`config.mk`:
```
export PLATFORM = sky130hd
export DESIGN_NAME = pfx_scanner
export DESIGN_NICKNAME = d
export VERILOG_FILES = /design/src/rtl/pfx_scan_pkg.sv /design/src/rtl/pfx_byte_class.sv /design/src/rtl/pfx_size_resolve.sv /design/src/rtl/pfx_scanner.sv
export SDC_FILE = /design/constraint.sdc
export NUM_CORES = 1
export LEC_CHECK = 0
export BUFFER_PORTS_ARGS = -buffer_cell sky130_fd_sc_hd__buf_2
export CELL_PAD_IN_SITES_DETAIL_PLACEMENT = 1
export CELL_PAD_IN_SITES_GLOBAL_PLACEMENT = 2
export CORE_ASPECT_RATIO = 0.8
export CORE_UTILIZATION = 35
export CTS_CLUSTER_SIZE = 20
export DETAILED_ROUTE_END_ITERATION = 12
export PLACE_DENSITY_LB_ADDON = 0.1
export SYNTH_ARGS = -nofsm -noshare
export SYNTH_HDL_FRONTEND = slang
export SYNTH_SLANG_ARGS = --single-unit
export TNS_END_PERCENT = 5
```
`constraint.sdc`:
```
create_clock -name clk -period 4.2 [get_ports clk]
set_clock_uncertainty 0.15 [all_clocks]
set_input_delay 0.21 -clock clk [delete_from_list [all_inputs] [get_ports clk]]
set_output_delay 0.21 -clock clk [all_outputs]
set_load 0.01 [all_outputs]
```
`src/rtl/pfx_scan_pkg.sv`:
```
package pfx_scan_pkg;

    typedef enum logic [1:0] {
        SZ16 = 2'b00,
        SZ32 = 2'b01,
        SZ64 = 2'b10
    } size_e;

    typedef enum logic [2:0] {
        SEG_NONE = 3'd0,
        SEG_ES   = 3'd1,
        SEG_CS   = 3'd2,
        SEG_SS   = 3'd3,
        SEG_DS   = 3'd4,
        SEG_FS   = 3'd5,
        SEG_GS   = 3'd6
    } seg_e;

    typedef enum logic [1:0] {
        STR_NONE = 2'b00,
        STR_NE   = 2'b01,
        STR_EQ   = 2'b10
    } str_e;

    typedef enum logic [1:0] {
        ST_IDLE = 2'd0,
        ST_SCAN = 2'd1,
        ST_HOLD = 2'd2,
        ST_ERR  = 2'd3
    } scan_state_e;

    typedef struct packed {
        logic  is_prefix;
        logic  is_seg;
        seg_e  seg;
        logic  is_lock;
        logic  is_opsz;
        logic  is_adsz;
        logic  is_str;
        str_e  str;
        logic  is_rex;
    } byte_cls_t;

    function automatic size_e decode_mode(input logic [1:0] m);
        case (m)
            2'b00:   return SZ16;
            2'b10:   return SZ64;
            default: return SZ32;
        endcase
    endfunction

endpackage

```
`src/rtl/pfx_byte_class.sv`:
```
module pfx_byte_class
    import pfx_scan_pkg::*;
(
    input  logic [7:0] byte_i,
    input  logic       mode64_i,
    output byte_cls_t  cls_o
);

    always_comb begin
        cls_o     = '0;
        cls_o.seg = SEG_NONE;
        cls_o.str = STR_NONE;
        case (byte_i)
            8'h26: begin cls_o.is_seg = 1'b1; cls_o.seg = SEG_ES; end
            8'h2E: begin cls_o.is_seg = 1'b1; cls_o.seg = SEG_CS; end
            8'h36: begin cls_o.is_seg = 1'b1; cls_o.seg = SEG_SS; end
            8'h3E: begin cls_o.is_seg = 1'b1; cls_o.seg = SEG_DS; end
            8'h64: begin cls_o.is_seg = 1'b1; cls_o.seg = SEG_FS; end
            8'h65: begin cls_o.is_seg = 1'b1; cls_o.seg = SEG_GS; end
            8'hF0: cls_o.is_lock = 1'b1;
            8'h66: cls_o.is_opsz = 1'b1;
            8'h67: cls_o.is_adsz = 1'b1;
            8'hF2: begin cls_o.is_str = 1'b1; cls_o.str = STR_NE; end
            8'hF3: begin cls_o.is_str = 1'b1; cls_o.str = STR_EQ; end
            default: cls_o.is_rex = mode64_i && (byte_i[7:4] == 4'h4);
        endcase
        cls_o.is_prefix = cls_o.is_seg | cls_o.is_lock | cls_o.is_opsz |
                          cls_o.is_adsz | cls_o.is_str | cls_o.is_rex;
    end

endmodule

```
`src/rtl/pfx_size_resolve.sv`:
```
module pfx_size_resolve
    import pfx_scan_pkg::*;
(
    input  size_e       mode_i,
    input  logic        rex_w_i,
    input  logic        opsz_ovr_i,
    input  logic        adsz_ovr_i,
    output logic [1:0]  opsize_o,
    output logic [1:0]  adsize_o
);

    size_e op_s, ad_s;

    always_comb begin
        case (mode_i)
            SZ64: begin
                op_s = rex_w_i ? SZ64 : (opsz_ovr_i ? SZ16 : SZ32);
                ad_s = adsz_ovr_i ? SZ32 : SZ64;
            end
            SZ16: begin
                op_s = opsz_ovr_i ? SZ32 : SZ16;
                ad_s = adsz_ovr_i ? SZ32 : SZ16;
            end
            default: begin
                op_s = opsz_ovr_i ? SZ16 : SZ32;
                ad_s = adsz_ovr_i ? SZ16 : SZ32;
            end
        endcase
        opsize_o = op_s;
        adsize_o = ad_s;
    end

endmodule

```
`src/rtl/pfx_scanner.sv`:
```
module pfx_scanner
    import pfx_scan_pkg::*;
#(
    parameter int MAX_LEN = 15
) (
    input  logic       clk,
    input  logic       rst_n,
    input  logic       start_i,
    input  logic [1:0] mode_i,
    input  logic       byte_valid_i,
    input  logic [7:0] byte_i,
    output logic       byte_ready_o,
    output logic       done_o,
    output logic [7:0] opcode_o,
    output logic       error_o,
    output logic [2:0] seg_o,
    output logic       lock_o,
    output logic       opsz_ovr_o,
    output logic       adsz_ovr_o,
    output logic [1:0] str_o,
    output logic       rex_valid_o,
    output logic [3:0] rex_o,
    output logic [1:0] opsize_o,
    output logic [1:0] adsize_o
);

    localparam int CNT_W = $clog2(MAX_LEN + 1);
    localparam logic [CNT_W-1:0] CNT_LIMIT = CNT_W'(MAX_LEN);

    typedef struct packed {
        scan_state_e      st;
        size_e            mode;
        logic [CNT_W-1:0] cnt;
        seg_e             seg;
        logic             lock;
        logic             opsz;
        logic             adsz;
        str_e             str;
        logic             rexv;
        logic [3:0]       rex;
        logic             done;
        logic             error;
        logic [7:0]       opcode;
    } scan_t;

    localparam scan_t SCAN_RST = '{st: ST_IDLE, mode: SZ16, seg: SEG_NONE,
                                    str: STR_NONE, default: '0};

    scan_t     s_d, s_q;
    byte_cls_t cls;

    pfx_byte_class u_class (
        .byte_i   (byte_i),
        .mode64_i (s_q.mode == SZ64),
        .cls_o    (cls)
    );

    pfx_size_resolve u_size (
        .mode_i     (s_q.mode),
        .rex_w_i    (s_q.rexv & s_q.rex[3]),
        .opsz_ovr_i (s_q.opsz),
        .adsz_ovr_i (s_q.adsz),
        .opsize_o   (opsize_o),
        .adsize_o   (adsize_o)
    );

    assign byte_ready_o = !start_i && (s_q.st == ST_SCAN) && cls.is_prefix;

    always_comb begin
        s_d      = s_q;
        s_d.done = 1'b0;
        if (start_i) begin
            s_d      = SCAN_RST;
            s_d.st   = ST_SCAN;
            s_d.mode = decode_mode(mode_i);
        end else if (s_q.st == ST_SCAN && byte_valid_i) begin
            if (cls.is_prefix) begin
                s_d.cnt = s_q.cnt + 1'b1;
                if (cls.is_seg)  s_d.seg  = cls.seg;
                if (cls.is_lock) s_d.lock = 1'b1;
                if (cls.is_opsz) s_d.opsz = 1'b1;
                if (cls.is_adsz) s_d.adsz = 1'b1;
                if (cls.is_str)  s_d.str  = cls.str;
                if (cls.is_rex) begin
                    s_d.rexv = 1'b1;
                    s_d.rex  = byte_i[3:0];
                end else begin
                    s_d.rexv = 1'b0;
                    s_d.rex  = 4'h0;
                end
                if (s_d.cnt == CNT_LIMIT) begin
                    s_d.st    = ST_ERR;
                    s_d.error = 1'b1;
                end
            end else begin
                s_d.st     = ST_HOLD;
                s_d.done   = 1'b1;
                s_d.opcode = byte_i;
            end
        end
    end

    always_ff @(posedge clk or negedge rst_n) begin
        if (!rst_n) s_q <= SCAN_RST;
        else        s_q <= s_d;
    end

    assign done_o      = s_q.done;
    assign opcode_o    = s_q.opcode;
    assign error_o     = s_q.error;
    assign seg_o       = s_q.seg;
    assign lock_o      = s_q.lock;
    assign opsz_ovr_o  = s_q.opsz;
    assign adsz_ovr_o  = s_q.adsz;
    assign str_o       = s_q.str;
    assign rex_valid_o = s_q.rexv;
    assign rex_o       = s_q.rex;

    AST_DONE_SINGLE: assert property (@(posedge clk) disable iff (!rst_n)
        done_o |=> !done_o) else $error("done held");
    AST_NO_DONE_WITH_ERR: assert property (@(posedge clk) disable iff (!rst_n)
        done_o |-> !error_o) else $error("done with error");
    AST_ERR_BLOCKS_INPUT: assert property (@(posedge clk) disable iff (!rst_n)
        error_o |-> !byte_ready_o) else $error("accept after error");
    AST_CNT_BOUNDED: assert property (@(posedge clk) disable iff (!rst_n)
        s_q.cnt <= CNT_LIMIT) else $error("count overrun");
    AST_REX_ONLY_LONG: assert property (@(posedge clk) disable iff (!rst_n)
        rex_valid_o |-> (s_q.mode == SZ64)) else $error("rex outside 64");
    AST_SIZE_LEGAL: assert property (@(posedge clk) disable iff (!rst_n)
        (opsize_o != 2'b11) && (adsize_o != 2'b11)) else $error("bad size");
    AST_START_NO_ACCEPT: assert property (@(posedge clk) disable iff (!rst_n)
        start_i |-> !byte_ready_o) else $error("accept on start");

endmodule

```
# After elaboration in Yosys (flattened, before gate mapping)
# Index checks and enable logic that the tools add are counted.
dict set report word_totals {
  reg_bits 31
  in_bits 14
  out_inout_bits 28
  word_cells 95
}
dict set report classes {
  add_sub_neg 1
  n_eq_ne 18
  mux 32
  bitwise 6
  reduce_logical 25
}
# operator count
set ops {}
lappend ops {{two-way mux 27 bit} 2}
lappend ops {{== test 8 x 6 -> 1 bit (second input constant)} 4}
lappend ops {{== test 8 x 7 -> 1 bit (second input constant)} 4}
lappend ops {{== test 8 bit (second input constant)} 3}
lappend ops {{one-hot mux 4 bit (6 select lines)} 1}
lappend ops {{AND reduction 3 bit} 6}
lappend ops {{two-way mux 17 bit} 1}
lappend ops {{nonzero test 2 bit} 8}
lappend ops {{two-way mux 1 bit} 14}
lappend ops {{two-way mux 2 bit} 7}
lappend ops {{one-hot mux 2 bit (2 select lines)} 3}
lappend ops {{OR reduction 11 bit} 1}
lappend ops {{two-way mux 8 bit} 1}
lappend ops {{one-hot mux 3 bit (2 select lines)} 1}
lappend ops {{AND reduction 2 bit} 3}
lappend ops {{two-way mux 5 bit} 1}
lappend ops {{bitwise OR 1 bit} 5}
lappend ops {{adder 4 x 1 -> 4 bit (second input constant)} 1}
lappend ops {{== test 2 bit (second input constant)} 2}
lappend ops {{== test 4 x 3 -> 1 bit (second input constant)} 1}
lappend ops {{== test 4 bit (second input constant)} 1}
lappend ops {{logical AND 1 bit} 4}
lappend ops {{logical NOT 2 bit} 2}
lappend ops {{two-way mux 3 bit} 1}
lappend ops {{other kinds (5)} 5}

# Longest topological paths before layout
# Gate-level depths: netlist of run 1.
dict set report logic_depth {
  depth_word 10
  mapped_depth 6
  ltp_nobuf 6
}

# Modules after synthesis
# A second synthesis of run 1 with hierarchy kept.
dict set report unflattened {
  cells_unflattened 187
  area_unflattened_um2 1801.7
}
# module n_inst cells_per_inst area_each_um2 seq_area_each_um2
set by_module_without_submodules {}
lappend by_module_without_submodules {pfx_scanner 1 149 1514.0 775.7}
lappend by_module_without_submodules {pfx_byte_class 1 32 241.5 0.0}
lappend by_module_without_submodules {pfx_size_resolve 1 6 46.3 0.0}

# Worst setup path after synthesis of run 1
# No wires, ideal clock.
dict set report synth_path {
  path_type {reg2reg}
  start {reg s_q[27] (netlist name)}
  end {reg s_q[25] (netlist name)}
  setup_ns 0.125
  arrival_ns 1.697
  required_ns 3.925
  slack_ns 2.229
  path_stages_with_launch 6
  path_buffers 1
  period_less_slack_ns 1.971
  cell_sequence {dfrtp_1 -> nand2b_4 -> or4_1 -> buf_2 -> a311oi_2 -> mux2_2}
}
dict set report synth_between {
  elab_chain_len 6
}
# item line
set synth_lines {}
lappend synth_lines {{from (decl)} pfx_scanner.sv:49} ;# scan_t s_d, s_q;
lappend synth_lines {{from (signal assigned)} pfx_scanner.sv:104} ;# if (!rst_n) s_q <= SCAN_RST;
lappend synth_lines {{from (signal assigned)} pfx_scanner.sv:105} ;# else s_q <= s_d;
lappend synth_lines {{== test 2 bit} pfx_scanner.sv:54} ;# .mode64_i (s_q.mode == SZ64),
lappend synth_lines {{logical AND 1 bit} pfx_byte_class.sv:25} ;# default: cls_o.is_rex = mode64_i && (byte_i[7:4] == 4'h4);
lappend synth_lines {{two-way mux 1 bit} pfx_byte_class.sv:13} ;# case (byte_i)
lappend synth_lines {{bitwise OR 1 bit} pfx_byte_class.sv:28} ;# cls_o.is_adsz | cls_o.is_str | cls_o.is_rex;
lappend synth_lines {{nonzero test 2 bit (no line)} -}
lappend synth_lines {{AND reduction 2 bit (no line)} -}
# No other way between the ends.
# A chain may end at the register's enable or synchronous reset.

# Worst setup path after layout of run 1
dict set report layout_path {
  start {reg s_q[27] (netlist name)}
  end {out byte_ready_o}
}
dict set report layout_between {
  elab_chain_len 5
}
# item line
set layout_lines {}
lappend layout_lines {{== test 2 bit} pfx_scanner.sv:54}
lappend layout_lines {{logical AND 1 bit} pfx_byte_class.sv:25}
lappend layout_lines {{two-way mux 1 bit} pfx_byte_class.sv:13}
lappend layout_lines {{bitwise OR 1 bit} pfx_byte_class.sv:28}
lappend layout_lines {{logical AND 1 bit} pfx_scanner.sv:67} ;# assign byte_ready_o = !start_i && (s_q.st == ST_SCAN) && cls.is_prefix;
lappend layout_lines {{to (decl)} pfx_scanner.sv:12} ;# output logic byte_ready_o,
# No other way between the ends.

==> results.rst, run 1 <==
.. list-table::
   :header-rows: 1

   * - Metric
     - Value
   * - Time the worst path needs with I/O delays and setup
     - 2.39 ns
   * - Initial standard-cell utilization of the core
     - between 30% and 40%
   * - Top library cells by usage in the layout, fill and taps aside
     - sky130_fd_sc_hd__buf_2 (41), sky130_fd_sc_hd__dfrtp_1 (31), sky130_fd_sc_hd__nand2_1 (25)
   * - Core area
     - around 0.005 mm^2
   * - Post-synthesis sequential area ratio
     - between 40% and 50%
   * - Cts bufs inserted
     - 5
   * - Commonest register cell after synthesis
     - sky130_fd_sc_hd__dfrtp_1
   * - Start point of the worst hold path
     - mode_i[0]
   * - Count of cells along the worst hold path
     - 2
   * - LEAKAGE
     - about 0.00097 uW
   * - Hold Fails Final Rpt
     - 0
   * - Core utilization of the finished layout
     - about two fifths
   * - Critical path data arrival time
     - just over 2 ns
   * - Number of port buffers
     - a little over 40
   * - Path type of the worst min-delay path
     - primary input to register
   * - # Max-Cap Violations
     - 0
   * - Net count after synthesis
     - around 200
   * - H-tree depth reported by CTS
     - 2
   * - Status
     - complete, no violations
   * - Clk Latency, worst-skew pair
     - roughly 0.28 ns
   * - Routed length per placed instance
     - 16.3 um
   * - Count of cell types in the netlist
     - 48
   * - Part of the cycle the worst path needs
     - between 50% and 60%
   * - Post-CTS setup repair buffer count
     - 0
   * - Type of destination of the critical path
     - output pin
   * - Final number of max-transition violations
     - 0
   * - Vias/cell
     - 5.25
   * - Final-layout worst hold slack
     - around 0.023 ns
   * - Leading cell type in the layout, fill and taps excluded
     - sky130_fd_sc_hd__buf_2
   * - Synth warn
     - 0
   * - Worst r2r src
     - s_q[27]
   * - Transition time at the pin with the least slew margin
     - 0.726 ns
   * - Cells after synthesis
     - ~190
   * - Endpoint of the worst-slack reg-to-reg timing path
     - s_q[24]
   * - Initial antenna violation count
     - 0
   * - Share of async-settable or async-resettable flops after synthesis
     - between 90% and 100%
   * - FF-to-FF path depth
     - 4
   * - RePlAce Congestion
     - roughly 0.8
   * - Seq cells post-synth
     - 31
   * - Die width
     - between 80 and 90 um
   * - Wire length of the first global-routing pass
     - about 7300 um
   * - Clock tree root driver cell
     - sky130_fd_sc_hd__clkbuf_8
   * - Worst endpoint required time
     - roughly 3.8 ns
   * - Area overhead of the layout relative to synthesis
     - 12.5%
   * - Residual antenna-violating net count after detailed routing
     - 0
   * - Number of primary I/O pins
     - 42
   * - Global router's overall resource usage
     - 17.3%
   * - Summed instance area of the synthesized netlist
     - approximately 0.0018 mm^2
   * - # fillers
     - about 600
   * - Kind of launch point of the worst setup path
     - register
   * - Worst setup path startpoint
     - s_q[27]
   * - Maximum net fanout on the critical path
     - 6
   * - Via count of the first global-routing pass
     - between 1k and 1.5k
   * - Placed cell count
     - ~260
   * - CTS sink cnt
     - 31
   * - Final TNS setup
     - 0 ns
   * - Chip height
     - around 67 um
   * - Initial DRC count
     - 39
   * - Number of antenna diodes
     - 0
   * - Core Rows
     - 23
   * - Non-filler instance count after layout
     - between 200 and 300
   * - Largest net degree at the start of global routing
     - 32
   * - Register clock-pin slew on the reported worst setup and hold paths
     - approximately 0.070 ns
   * - Power density relative to cell area
     - between 300 and 400 mW/mm^2
   * - Destination of the critical timing path
     - byte_ready_o
   * - Clock tree from TritonCTS
     - built
   * - Number of vias after detailed routing
     - between 1k and 1.5k
   * - Die ar.
     - 0.00554 mm^2
   * - Setup violations, final
     - 0
   * - Reg2Reg Setup Slack
     - 2.05 ns
   * - DRC violation count after routing
     - 0
   * - Max Buffers Root-to-Sink
     - 2
   * - Wire length reported by the detailed router
     - 4440 um
   * - Slew HR
     - roughly half
   * - GR Overflow Total
     - 0
   * - Setup repair after global routing missed its margin
     - false
   * - Top achievable clock speed
     - 418 MHz
   * - Critical setup path kind
     - register to output pin
   * - Post-Synthesis Mean Instance Area
     - just under 10 um^2
   * - Nets
     - 226
   * - Peak ir drop on the vdd network
     - around 130 uV
   * - Post-CTS Resized
     - 0
   * - Placed wire-length estimate after detailed placement
     - 3250 um
   * - Layout cells sized above 1
     - a little under a third
   * - Number of iterations in the first detailed-routing pass
     - 4
   * - Number of flops mapped to enable cells by yosys
     - 0
-- per-layer routing --
metal  part of all wire, %  global-route usage [%]  routed length, um
met5                     0                       0                  0
met4                  0.74                    5.17                 33
met3                   4.9                    3.97                218
met2                    45                    26.9               2010
met1                    49                    23.9               2180
-- cells by family after synthesis --
logic type	Yosys count	synth area share (%)
fa+ha+maj	2	1.36
buf+inv	34	10.8
mux	15	8.94
flops	31	42.3
compound gates	25	12.3
xor+xnor	4	1.91
simple gates	75	22.4
-- flip-flops by register name (all words and copies together) (netlist names) --
name,count
adsz_ovr_o,1
done_o,1
error_o,1
lock_o,1
opcode_o,8
opsz_ovr_o,1
rex_o,4
rex_valid_o,1
s_q,8
seg_o,3
str_o,2
-- critical path: stages (launching register included) --
cell and delay (ns):
sky130_fd_sc_hd__dfrtp_1 0.41, sky130_fd_sc_hd__nand2b_4 0.17, sky130_fd_sc_hd__or4_1 0.64, sky130_fd_sc_hd__nand3_1 0.19
sky130_fd_sc_hd__and4_1 0.21, sky130_fd_sc_hd__buf_2 0.13
-- cell type report --
cell class | instances | area (um^2) | area share (%)
repair buffers | 42 | 215 | 10.4
multi-input cells | 121 | 861 | 41.7
well taps | 62 | 77.6 | 3.76
flip-flops and latches | 31 | 776 | 37.6
clock buffers | 8 | 100 | 4.85
inverters | 9 | 33.8 | 1.64
-- cell usage after synthesis, types with 2 or more instances --
cell type,number,area (um^2)
sky130_fd_sc_hd__dfrtp_1,31,776
sky130_fd_sc_hd__nand2_1,25,93.8
sky130_fd_sc_hd__buf_4,18,135
sky130_fd_sc_hd__nor2_1,18,67.6
sky130_fd_sc_hd__mux2i_1,10,100
sky130_fd_sc_hd__inv_1,9,33.8
sky130_fd_sc_hd__clkbuf_1,5,18.8
sky130_fd_sc_hd__nor3_1,5,25.0
sky130_fd_sc_hd__a41oi_1,4,35.0
sky130_fd_sc_hd__o2bb2ai_1,4,35.0
sky130_fd_sc_hd__a211oi_1,3,22.5
sky130_fd_sc_hd__mux2_2,3,33.8
sky130_fd_sc_hd__nand3b_1,3,22.5
sky130_fd_sc_hd__nor2b_1,3,18.8
sky130_fd_sc_hd__nor4_1,3,18.8
sky130_fd_sc_hd__a21o_1,2,15.0
sky130_fd_sc_hd__buf_2,2,10.0
sky130_fd_sc_hd__ha_1,2,25.0
sky130_fd_sc_hd__mux2_4,2,30.0
sky130_fd_sc_hd__nand2b_1,2,12.5
sky130_fd_sc_hd__nand4_1,2,12.5
sky130_fd_sc_hd__or3_4,2,22.5
sky130_fd_sc_hd__xnor2_1,2,17.5
sky130_fd_sc_hd__xor2_1,2,17.5
-- report_power, final --
group | internal (uW) | switching, uW | leakage [uW]
logic | 33.3 | 58.2 | 0.000499
clock network | 150 | 111 | 0.0000515
registers | 310 | 7.51 | 0.000421
total | 492 | 176 | 0.000971
-- through the flow --
stage	worst slack, ns	cell area (um^2)	power, uW
after floorplan	2.23	1830	385
after global placement	2.11	1950	413
after detailed placement	2.03	1950	415
after CTS	1.78	2060	682
after global routing	1.73	2060	703
final	1.81	2060	669
-- worst min path at each step --
stage / slack (ns) / to
after floorplan: -0.24 / adsz_ovr_o
after global placement: 0.15 / s_q[23]
after detailed placement: 0.17 / s_q[23]
after CTS: 0.02 / s_q[27]
after global routing: 0.02 / s_q[27]
final: 0.02 / s_q[27]
-- repair_timing --
| item | in CTS | in global routing |
|---|---|---|
| hold buffers | 1 | 0 |
| setup endpoints to repair | 0 | 0 |
| hold endpoints to repair | 31 | 0 |
No activity file was read; power rests on OpenSTA's default activity.
==> run 2, diff against run 1 <==
--- a/config.mk
+++ b/config.mk
@@ -9,7 +9,7 @@
 export CELL_PAD_IN_SITES_DETAIL_PLACEMENT = 1
 export CELL_PAD_IN_SITES_GLOBAL_PLACEMENT = 2
 export CORE_ASPECT_RATIO = 0.8
-export CORE_UTILIZATION = 35
+export CORE_UTILIZATION = 30
 export CTS_CLUSTER_SIZE = 20
 export DETAILED_ROUTE_END_ITERATION = 12
 export PLACE_DENSITY_LB_ADDON = 0.1
==> constraint.sdc (replaced) <==
create_clock -name clk -period 2 [get_ports clk]
set_clock_uncertainty 0.15 [all_clocks]
set_input_delay 0.1 -clock clk [delete_from_list [all_inputs] [get_ports clk]]
set_output_delay 0.1 -clock clk [all_outputs]
set_load 0.01 [all_outputs]
==> run 2 against run 1 <==
  * Via count grew 5.7%
  * Final cell count grew 15%
  * Register-to-register slack lost 1.9 ns
  * Sequential share of layout area shrank 3.4 points
  * Sequential power grew 110%
  * Routed wire length grew 8.1%
  * First-iteration DRC count shrank 23%
  * Global-route usage shrank 1.2 points
  * Critical path depth is the same
  * Utilization shrank 2.6 points
  * Combinational power grew to 2.6 times the previous value
  * Largest power group unchanged
  * Highest routed layer unchanged
==> results.rst, run 2 (synthesis results as in run 1) <==
.. list-table::
   :header-rows: 1

   * - Metric
     - Value
   * - Initial antenna violation count
     - 0 (unchanged)
   * - Critical setup path kind
     - register to output pin (unchanged)
   * - Residual antenna-violating net count after detailed routing
     - 0 (unchanged)
   * - Wire length reported by the detailed router
     - 4800 um (was 4440 um)
   * - Part of the cycle the worst path needs
     - 97.8%
   * - Post-CTS setup repair buffer count
     - 0 (unchanged)
   * - Core area
     - 0.00591 mm^2 (was 0.00504 mm^2)
   * - Slew HR
     - 51.4% (was 51.6%)
   * - Chip height
     - 71.9 um (was 66.8 um)
   * - Die width
     - 89.4 um (was 82.9 um)
   * - Critical path data arrival time
     - 1.71 ns (was 2.03 ns)
   * - Initial standard-cell utilization of the core
     - 31.0% (was 36.4%)
   * - Type of destination of the critical path
     - output pin (unchanged)
   * - Kind of launch point of the worst setup path
     - register (unchanged)
   * - Setup repair after global routing missed its margin
     - true (was false)
   * - Final TNS setup
     - 0 ns (unchanged)
   * - # Max-Cap Violations
     - 0 (unchanged)
   * - Clock tree root driver cell
     - sky130_fd_sc_hd__clkbuf_8 (unchanged)
   * - Layout cells sized above 1
     - 34.1% (was 30.3%)
   * - Transition time at the pin with the least slew margin
     - 0.729 ns (was 0.726 ns)
   * - Number of iterations in the first detailed-routing pass
     - 4 (unchanged)
   * - Core Rows
     - 25 (was 23)
   * - Leading cell type in the layout, fill and taps excluded
     - sky130_fd_sc_hd__buf_2 (unchanged)
   * - Routed length per placed instance
     - 15.3 um (was 16.3 um)
   * - Global router's overall resource usage
     - 16.1% (was 17.3%)
   * - Register clock-pin slew on the reported worst setup and hold paths
     - 0.06 ns (was 0.07 ns)
   * - Initial DRC count
     - 30 (was 39)
   * - Area overhead of the layout relative to synthesis
     - 23.7% (was 12.5%)
   * - Path type of the worst min-delay path
     - primary input to register (unchanged)
   * - Setup violations, final
     - 0 (unchanged)
   * - Placed cell count
     - 298 (was 264)
   * - Vias/cell
     - 4.84 (was 5.25)
   * - Power density relative to cell area
     - 594 mW/mm^2 (was 324 mW/mm^2)
   * - Power consumption
     - 1350 uW (was 669 uW)
   * - Maximum net fanout on the critical path
     - 6 (unchanged)
   * - CTS sink cnt
     - 31 (unchanged)
   * - Via count of the first global-routing pass
     - 1542 (was 1444)
   * - Number of antenna diodes
     - 0 (unchanged)
   * - Final number of max-transition violations
     - 0 (unchanged)
   * - Time the worst path needs with I/O delays and setup
     - between 1.5 and 2 ns
   * - Clk Latency, worst-skew pair
     - 0.27 ns (was 0.28 ns)
   * - Die ar.
     - 0.00643 mm^2 (was 0.00554 mm^2)
   * - Hold Fails Final Rpt
     - 0 (unchanged)
   * - Number of port buffers
     - 41 (unchanged)
   * - Nets
     - 249 (was 226)
   * - Placed wire-length estimate after detailed placement
     - 3620 um (was 3250 um)
   * - H-tree depth reported by CTS
     - 2 (unchanged)
   * - Core utilization of the finished layout
     - 38.4% (was 41.0%)
   * - Top library cells by usage in the layout, fill and taps aside
     - sky130_fd_sc_hd__buf_2 (41), sky130_fd_sc_hd__dfrtp_1 (31), sky130_fd_sc_hd__nand2_1 (25) (unchanged)
   * - Max Buffers Root-to-Sink
     - 2 (unchanged)
   * - Peak ir drop on the vdd network
     - 237 uV (was 130 uV)
   * - Worst endpoint required time
     - 1.75 ns (was 3.84 ns)
   * - GR Overflow Total
     - 0 (unchanged)
   * - Wire length of the first global-routing pass
     - 7780 um (was 7310 um)
   * - Cts bufs inserted
     - 5 (unchanged)
   * - RePlAce Congestion
     - 0.744 (was 0.787)
   * - Clock tree from TritonCTS
     - built (unchanged)
   * - # fillers
     - 683 (was 601)
   * - Top achievable clock speed
     - slightly above 500 MHz
   * - DRC violation count after routing
     - 0 (unchanged)
   * - Number of vias after detailed routing
     - 1515 (was 1433)
   * - Non-filler instance count after layout
     - 313 (was 273)
   * - Status
     - complete, no violations (unchanged)
   * - LEAKAGE
     - 0.00107 uW (was 0.000971 uW)
   * - Number of primary I/O pins
     - 42 (unchanged)
   * - Largest net degree at the start of global routing
     - 32 (unchanged)
==> run 2: cell types whose count changed in the layout (fill, tap and decap cells not counted), sizes merged <==
cell         before  now
buf              41   56
clkbuf            8    6
dlygate4sd3       1    9
==> run 2: final cells by class <==
type	instances	area, um^2	share of cell area, %
multi-input cells	121	877	38.7
flip-flops and latches	31	776	34.2
repair buffers	65	408	18.0
well taps	81	101	4.47
clock buffers	6	72.6	3.20
inverters	9	33.8	1.49
==> run 2: critical path: stages (launching register included) <==
cell,delay [ns]
sky130_fd_sc_hd__dfrtp_1,0.38
sky130_fd_sc_hd__nand2b_4,0.14
sky130_fd_sc_hd__or4_4,0.49
sky130_fd_sc_hd__nand3_4,0.10
sky130_fd_sc_hd__and4_1,0.19
sky130_fd_sc_hd__buf_2,0.12
==> run 2: final timing paths <==
path | from | to | slack [ns] | cells past startpoint
worst max-delay path | s_q[27] | byte_ready_o | 0.04 | 5
worst max register to register | s_q[27] | s_q[25] | 0.12 | 4
min in group asynchronous | rst_n | rex_valid_o | 0.28 | 2
worst min register to register | error_o | error_o | 0.33 | 2
max in group asynchronous | rst_n | lock_o | 0.96 | 2
worst min-delay path | byte_i[0] | str_o[1] | 0.04 | 3
==> run 2: per-stage QoR <==
step                      instance area [um^2]  setup slack (ns)  hold WS, ns
after floorplan                           1830            0.0287       -0.346
after global placement                    2090            0.0117       0.0437
after detailed placement                  2090           -0.0382       0.0625
after CTS                                 2260            0.0226       0.0349
after global routing                      2270           -0.0383       0.0597
final                                     2270            0.0449       0.0357
==> run 2: report_power, final <==
group	switching, uW	internal [uW]	total (uW)
Clock	215	232	447
Combinational	135	101	235
Sequential	15.2	650	666
==> run 2: what timing repair did <==
| item | CTS | global route |
|---|---|---|
| gates resized for setup | 2 | 1 |
| endpoints found under the hold margin | 41 | 0 |
| setup endpoints to repair | 9 | 1 |
| pin swaps | 1 | 0 |
| hold buffers | 9 | 0 |
==> run 2: layer usage <==
metal,vias up,track usage [%],wire length [um]
met5,-,0,0
met4,0,3.17,15
met3,2,3.41,240
met2,40,26.1,2260
met1,749,22.4,2290
li1,724,-,-
